`config.mk`:
```
export PLATFORM = sky130hd
export DESIGN_NAME = mod_clk_seq
export DESIGN_NICKNAME = d
export VERILOG_FILES = /design/src/rtl/mcs_pkg.sv /design/src/rtl/mcs_datapath.sv /design/src/rtl/mcs_ctrl.sv /design/src/rtl/mod_clk_seq.sv
export SDC_FILE = /design/constraint.sdc
export NUM_CORES = 1
export LEC_CHECK = 0
export ABC_AREA = 1
export BUFFER_PORTS_ARGS = -buffer_cell sky130_fd_sc_hd__buf_2
export CORE_ASPECT_RATIO = 1.2
export CORE_MARGIN = 2
export CORE_UTILIZATION = 46
export DETAILED_ROUTE_END_ITERATION = 8
export PLACE_DENSITY = 0.76
export SYNTH_ARGS = -nofsm -noshare
export SYNTH_HDL_FRONTEND = slang
export SYNTH_HIERARCHICAL = 1
export SYNTH_SLANG_ARGS = --single-unit
```
`constraint.sdc`:
```
create_clock -name clk -period 2.2 [get_ports clk]
set_clock_uncertainty 0.05 [all_clocks]
set_input_delay 0.33 -clock clk [delete_from_list [all_inputs] [get_ports clk]]
set_output_delay 0.33 -clock clk [all_outputs]
set_load 0.02 [all_outputs]
```
`src/rtl/mcs_pkg.sv`:
```
package mcs_pkg;
  localparam int REG_W = 32;

  localparam logic [1:0] OP_ENA = 2'd0;
  localparam logic [1:0] OP_DIS = 2'd1;

  localparam logic [1:0] ERR_NONE = 2'd0;
  localparam logic [1:0] ERR_BUSY = 2'd1;
  localparam logic [1:0] ERR_DTMO = 2'd2;
  localparam logic [1:0] ERR_DOM  = 2'd3;

  typedef enum logic [2:0] {
    S_IDLE, S_DOMACQ, S_READ, S_WRITE, S_POLL, S_DOMREL, S_DONE
  } seqState_t;

  typedef struct packed {
    logic latchReq;
    logic captureRd;
    logic clrTimer;
  } dpStrobe_t;
endpackage

```
`src/rtl/mcs_datapath.sv`:
```
module mcs_datapath
  import mcs_pkg::*;
#(
  parameter int ENA_TIMEOUT_US = 2000,
  parameter int DIS_TIMEOUT_US = 5000
) (
  input  logic             clk,
  input  logic             rstN,
  input  dpStrobe_t        strobe,
  input  logic [1:0]       reqOp,
  input  logic [1:0]       reqMode,
  input  logic             reqNoPoll,
  input  logic             tickUs,
  input  logic [REG_W-1:0] busRdata,
  output logic [1:0]       opQ,
  output logic             noPollQ,
  output logic [REG_W-1:0] busWdata,
  output logic             enaReady,
  output logic             disIdle,
  output logic             timerHit,
  output logic             isEnabled
);
  localparam int MAX_TO = (ENA_TIMEOUT_US > DIS_TIMEOUT_US) ? ENA_TIMEOUT_US : DIS_TIMEOUT_US;
  localparam int TW = $clog2(MAX_TO + 1);
  localparam logic [TW-1:0] ENA_LIM = TW'(ENA_TIMEOUT_US);
  localparam logic [TW-1:0] DIS_LIM = TW'(DIS_TIMEOUT_US);
  localparam logic [TW-1:0] MAX_LIM = TW'(MAX_TO);

  logic [1:0]       modeQ;
  logic [REG_W-1:2] keepQ;
  logic [TW-1:0]    timer;
  logic [TW-1:0]    limit;
  logic [1:0]       stField;

  always_ff @(posedge clk) begin
    if (!rstN) begin
      opQ     <= OP_ENA;
      modeQ   <= 2'd0;
      noPollQ <= 1'b0;
    end else if (strobe.latchReq) begin
      opQ     <= reqOp;
      modeQ   <= reqMode;
      noPollQ <= reqNoPoll;
    end
  end

  always_ff @(posedge clk) begin
    if (!rstN) keepQ <= '0;
    else if (strobe.captureRd) keepQ <= busRdata[REG_W-1:2];
  end

  assign busWdata = {keepQ, (opQ == OP_ENA) ? modeQ : 2'b00};

  assign stField  = busRdata[17:16];
  assign enaReady = (stField == 2'd0) || (stField == 2'd2);
  assign disIdle  = (stField == 2'd3);

  assign limit    = (opQ == OP_ENA) ? ENA_LIM : DIS_LIM;
  assign timerHit = (timer >= limit);

  always_ff @(posedge clk) begin
    if (!rstN) timer <= '0;
    else if (strobe.clrTimer) timer <= '0;
    else if (tickUs && !timerHit) timer <= timer + 1'b1;
  end

  always_ff @(posedge clk) begin
    if (!rstN) isEnabled <= 1'b0;
    else if (strobe.latchReq) isEnabled <= 1'b0;
    else if (strobe.captureRd && opQ[1]) isEnabled <= |(busRdata[1:0] & modeQ);
  end

  // the timeout counter saturates and never passes the larger limit
  a_r4_timer_sat: assert property (@(posedge clk) disable iff (!rstN)
    timer <= MAX_LIM);

  // the latched request holds steady while a sequence is running
  a_r12_hold_req: assert property (@(posedge clk) disable iff (!rstN)
    !strobe.latchReq |=> $stable(opQ) && $stable(noPollQ));
endmodule

```
`src/rtl/mcs_ctrl.sv`:
```
module mcs_ctrl
  import mcs_pkg::*;
(
  input  logic       clk,
  input  logic       rstN,
  input  logic       reqValid,
  input  logic [1:0] reqOp,
  input  logic [1:0] reqMode,
  input  logic [1:0] opQ,
  input  logic       noPollQ,
  input  logic       enaReady,
  input  logic       disIdle,
  input  logic       timerHit,
  input  logic       busReady,
  input  logic       domReady,
  input  logic       domGrant,
  output dpStrobe_t  strobe,
  output logic       busValid,
  output logic       busWrite,
  output logic       domValid,
  output logic       domOp,
  output logic       done,
  output logic       busy,
  output logic [1:0] errCode
);
  seqState_t  state, nextState;
  logic       errSet;
  logic [1:0] errVal;
  logic       isEna;
  logic       grantSeen;
  logic       wroteSeen;

  assign isEna = (opQ == OP_ENA);

  always_comb begin
    nextState = state;
    strobe    = '0;
    errSet    = 1'b0;
    errVal    = ERR_NONE;
    unique case (state)
      S_IDLE: begin
        if (reqValid) begin
          strobe.latchReq = 1'b1;
          if (reqMode == 2'd0)      nextState = S_DONE;
          else if (reqOp == OP_ENA) nextState = S_DOMACQ;
          else                      nextState = S_READ;
        end
      end
      S_DOMACQ: begin
        if (domReady) begin
          if (domGrant) nextState = S_READ;
          else begin
            errSet    = 1'b1;
            errVal    = ERR_DOM;
            nextState = S_DONE;
          end
        end
      end
      S_READ: begin
        if (busReady) begin
          strobe.captureRd = 1'b1;
          nextState = opQ[1] ? S_DONE : S_WRITE;
        end
      end
      S_WRITE: begin
        if (busReady) begin
          if (noPollQ) nextState = isEna ? S_DONE : S_DOMREL;
          else begin
            strobe.clrTimer = 1'b1;
            nextState = S_POLL;
          end
        end
      end
      S_POLL: begin
        if (isEna) begin
          if (busReady && enaReady) nextState = S_DONE;
          else if (timerHit) begin
            errSet    = 1'b1;
            errVal    = ERR_BUSY;
            nextState = S_DONE;
          end
        end else begin
          if (busReady && disIdle) nextState = S_DOMREL;
          else if (timerHit) begin
            errSet    = 1'b1;
            errVal    = ERR_DTMO;
            nextState = S_DOMREL;
          end
        end
      end
      S_DOMREL: if (domReady) nextState = S_DONE;
      S_DONE:   nextState = S_IDLE;
      default:  nextState = S_IDLE;
    endcase
  end

  always_ff @(posedge clk) begin
    if (!rstN) begin
      state     <= S_IDLE;
      errCode   <= ERR_NONE;
      grantSeen <= 1'b0;
      wroteSeen <= 1'b0;
    end else begin
      state <= nextState;
      if (strobe.latchReq) begin
        errCode   <= ERR_NONE;
        grantSeen <= 1'b0;
        wroteSeen <= 1'b0;
      end else begin
        if (errSet) errCode <= errVal;
        if (state == S_DOMACQ && domReady && domGrant) grantSeen <= 1'b1;
        if (state == S_WRITE && busReady) wroteSeen <= 1'b1;
      end
    end
  end

  assign busValid = (state == S_READ) || (state == S_WRITE) || (state == S_POLL);
  assign busWrite = (state == S_WRITE);
  assign domValid = (state == S_DOMACQ) || (state == S_DOMREL);
  assign domOp    = (state == S_DOMACQ);
  assign done     = (state == S_DONE);
  assign busy     = (state != S_IDLE);

  // no register access on an enable before the domain granted it
  a_r7_grant_first: assert property (@(posedge clk) disable iff (!rstN)
    (busValid && isEna) |-> grantSeen);

  // the domain is released only after the register write completed
  a_r8_release_last: assert property (@(posedge clk) disable iff (!rstN)
    (domValid && !domOp) |-> wroteSeen);

  // done is a single-cycle pulse
  a_r12_done_pulse: assert property (@(posedge clk) disable iff (!rstN)
    done |=> !done);

  // a zero mode value goes straight to completion
  a_r10_zero_mode: assert property (@(posedge clk) disable iff (!rstN)
    (!busy && reqValid && reqMode == 2'd0) |=> done && !busValid && !domValid);

  // a pending transfer keeps its direction until it completes
  a_r1_bus_hold: assert property (@(posedge clk) disable iff (!rstN)
    (busValid && !busReady && !timerHit) |=> busValid && $stable(busWrite));
endmodule

```
`src/rtl/mod_clk_seq.sv`:
```
module mod_clk_seq
  import mcs_pkg::*;
#(
  parameter int ENA_TIMEOUT_US = 2000,
  parameter int DIS_TIMEOUT_US = 5000
) (
  input  logic        clk,
  input  logic        rstN,
  input  logic        reqValid,
  input  logic [1:0]  reqOp,
  input  logic [1:0]  reqMode,
  input  logic        reqNoPoll,
  input  logic        tickUs,
  output logic        busValid,
  output logic        busWrite,
  output logic [31:0] busWdata,
  input  logic        busReady,
  input  logic [31:0] busRdata,
  output logic        domValid,
  output logic        domOp,
  input  logic        domReady,
  input  logic        domGrant,
  output logic        done,
  output logic        busy,
  output logic [1:0]  errCode,
  output logic        isEnabled
);
  dpStrobe_t  strobe;
  logic [1:0] opQ;
  logic       noPollQ;
  logic       enaReady;
  logic       disIdle;
  logic       timerHit;

  mcs_datapath #(
    .ENA_TIMEOUT_US(ENA_TIMEOUT_US),
    .DIS_TIMEOUT_US(DIS_TIMEOUT_US)
  ) i_dp (
    .clk(clk), .rstN(rstN), .strobe(strobe),
    .reqOp(reqOp), .reqMode(reqMode), .reqNoPoll(reqNoPoll),
    .tickUs(tickUs), .busRdata(busRdata),
    .opQ(opQ), .noPollQ(noPollQ), .busWdata(busWdata),
    .enaReady(enaReady), .disIdle(disIdle), .timerHit(timerHit),
    .isEnabled(isEnabled)
  );

  mcs_ctrl i_ctrl (
    .clk(clk), .rstN(rstN), .reqValid(reqValid), .reqOp(reqOp),
    .reqMode(reqMode), .opQ(opQ), .noPollQ(noPollQ),
    .enaReady(enaReady), .disIdle(disIdle), .timerHit(timerHit),
    .busReady(busReady), .domReady(domReady), .domGrant(domGrant),
    .strobe(strobe), .busValid(busValid), .busWrite(busWrite),
    .domValid(domValid), .domOp(domOp), .done(done), .busy(busy),
    .errCode(errCode)
  );
endmodule

```
==> results.yml <==
finish:
  num-nets-final: 565
  regArea_um2: 1080
  fillers: 587
  multi_input_comb_area_um2: 1470
  syn2layout_area_growth_pct: 22.8
  antenna_cells: 0
  drive_gt1_share_pct: 25.9
run_status:
  outcome: "finished clean"
clocking:
  clk_path_buf_depth: 2
  worstSkewPairLatency_ns: 0.31
  cts_sinks: 54
  cts_root_buffer: "clkbuf_8"
  cts_hold_buf: 0
  ctsHtreeMaxLevel: 2
  cts_buffers: 5
  tritoncts: "built"
  clkTransAtPathRegs_ns: 0.11
worst_setup_path:
  crit_end: "i_ctrl/state[1]"
  rrSetupSlack_ns: 0.18
  path_max_fanout: 8
  endpoint_kind: "flip-flop"
  r2r_end: "i_ctrl/state[1]"
  worstPathRequired_ns: 2.36
  worst-setup-path-type: "reg -> reg"
  startpoint: "i_dp/opQ[1]"
  worstSetupStartpointType: "flip-flop"
  cp.arrival_ns: 2.18
  regToRegStartpoint: "i_dp/opQ[1]"
  r2r_cells: 15
power_and_ir_drop:
  vdd_drop_max_v: 0.000568
  power_leakage_uw: 0.00176
  power_density_nw_per_um2: 973
die:
  num_rows: 31
  die_w_um: 75.1
  die_area_um2: 6700
  start_util_pct: 47.0
  dieHeight_um: 89.3
  core_area_um2: 5930
  ios: 85
global_routing:
  top_usage_layer: "met2"
  grt_util_met2_pct: 38.8
  grt_pass1_wl_um: 11800
  grt_pass1_vias: 2785
  grt_overflow: 0
  grtUsageTotal_pct: 22.5
  grt_max_degree: 40
  grt_use_met1_pct: 25.5
  use_met3_pct: 6.99
  antenna_found_initial: 0
run:
  drv_cap: 0
synth:
  ys_async_sr_fraction_pct: 0
  syn_area_um2: 2790
  yosysTopAreaCellShare_pct: 38.8
  synthTopCellsByCount: "nor2_1, nand2_1, dfxtp_1"
  synth_warnings: 6
  synth_area_leaders: "dfxtp_1, nor2_1, nand2_1, o21ai_0, inv_1"
  synth_top_flop_cell: "dfxtp_1"
  synth_edf_count: 0
  synth_top_cell_by_area: "dfxtp_1"
  yosysMostFrequentCell: "nor2_1"
  syn_area_per_cell_um2: 6.51
  synthCells: 428
  yosysUniqueCellTypes: 29
  syn-num-nets: 477
  yosysSeqAreaShare_pct: 38.8
  synth-seq-cells: 54
min_path:
  min_from: "busRdata[28]"
  hold_class: "in -> reg"
routing:
  wl_um: 6950
  vias: 2985
  wl_per_cell_um: 11.6
  drc: 0
  drt-initial-drc-count: 126
  postRouteAntennaNets: 0
  first_pass_iters: 4
  via_per_inst: 4.98
sta:
  min_period_ns: 2.02
  tightestPinTransition_ns: 0.863
  hold_viol: 0
  maxSlewViolCount: 0
  final.period_utilization_pct: 91.8
  final-setup-viol-count: 0
  setup_tns_ns: 0
  rsz0062_at_grt: "false"
  fmax_mhz: 495
  fin_ws_ns: 0.180
  slew_headroom_pct: 42.3
place:
  dpl_worst_slack_ns: 0.108
  post-dp-hpwl_um: 5280
  gp_congestion: 1.01
  portBuffers: 84
==> registers in the layout, summed over array words and instances, names as in the netlist <==
signal          flops
i_dp/isEnabled      1
i_dp/keepQ         30
i_dp/noPollQ        1
i_dp/modeQ          2
i_dp/opQ            2
i_ctrl/errCode      2
i_ctrl/state        3
i_dp/timer         13
==> worst min-delay path by stage <==
stage | end | slack, ns | cells past startpoint
after floorplan | i_dp/modeQ[1] | 0.39 | 2
after global placement | i_ctrl/errCode[1] | 0.40 | 2
after detailed placement | i_ctrl/errCode[0] | 0.41 | 2
after CTS | i_dp/keepQ[2] | 0.17 | 3
after global routing | i_dp/keepQ[21] | 0.16 | 3
final | i_dp/keepQ[28] | 0.18 | 3
==> cell type report <==
class,count,area share [%]
inverters,50,5.55
clock buffers,5,2.01
well taps,82,3.00
repair buffers,92,14.0
flip-flops and latches,54,31.6
multi-input cells,313,43.0
clock inverters,3,0.804
==> metrics by stage <==
| step | util, % | hold WS, ns | instances | instance area, um^2 | power, uW |
|---|---|---|---|---|---|
| 2_1_floorplan | - | 0.394 | 428 | 2790 | 2310 |
| 3_3_place_gp | 56.0 | 0.399 | 591 | 3320 | 2720 |
| 3_5_place_dp | 56.0 | 0.413 | 591 | 3320 | 2750 |
| 4_1_cts | 57.6 | 0.167 | 599 | 3420 | 3350 |
| 5_1_grt | 57.7 | 0.159 | 599 | 3420 | 3600 |
| 6_report | 57.7 | 0.175 | 599 | 3420 | 3330 |
==> metal layers <==
layer | vias to the layer above | part of all wire [%]
met5 | - | 0
met4 | 0 | 2.3
met3 | 15 | 7.9
met2 | 101 | 48
met1 | 1341 | 42
li1 | 1528 | -
==> cell usage in the layout (no fill, tap or decap), types with 2 or more instances in the layout <==
master / n
a21oi_1: 12
buf_2: 84
buf_4: 8
clkbuf_8: 5
dfxtp_1: 53
ha_1: 5
inv_1: 39
inv_2: 9
nand2_1: 77
nand2_2: 4
nand2_4: 2
nand3_1: 21
nand3_2: 2
nand4_1: 10
nor2_1: 112
nor2_2: 7
nor2_4: 5
nor3_1: 7
o21ai_0: 41
==> logic make-up after synthesis <==
group | synth area share, %
compound gates | 10.6
xor+xnor | 0.314
fa+ha+maj | 2.24
buf+inv | 8.57
flops | 38.8
simple gates | 39.5
==> where the power goes <==
group | internal, uW | total [uW] | switching (uW)
clock network | 237 | 600 | 363
logic | 467 | 1430 | 959
registers | 1170 | 1310 | 140
total | 1870 | 3330 | 1460
==> worst max-delay path, stage by stage (launching register included) <==
cell and delay [ns]:
dfxtp_1 0.39, nor2_2 0.07, ha_1 0.29, nand3_1 0.12
nor2_4 0.16, nand2_4 0.10, nand3_2 0.12, inv_1 0.06
nand2_1 0.08, inv_1 0.04, nand2_1 0.06, nand2_1 0.06
nor2_2 0.14, nand2_1 0.07, nand2_1 0.06, nor2_1 0.04
==> what timing repair did <==
action	in CTS	in global routing
gates resized for setup	0	2
endpoints found under the setup margin	0	2
setup buffers	0	0
hold endpoints to repair	0	0
No activity file was read; power rests on OpenSTA's default activity.
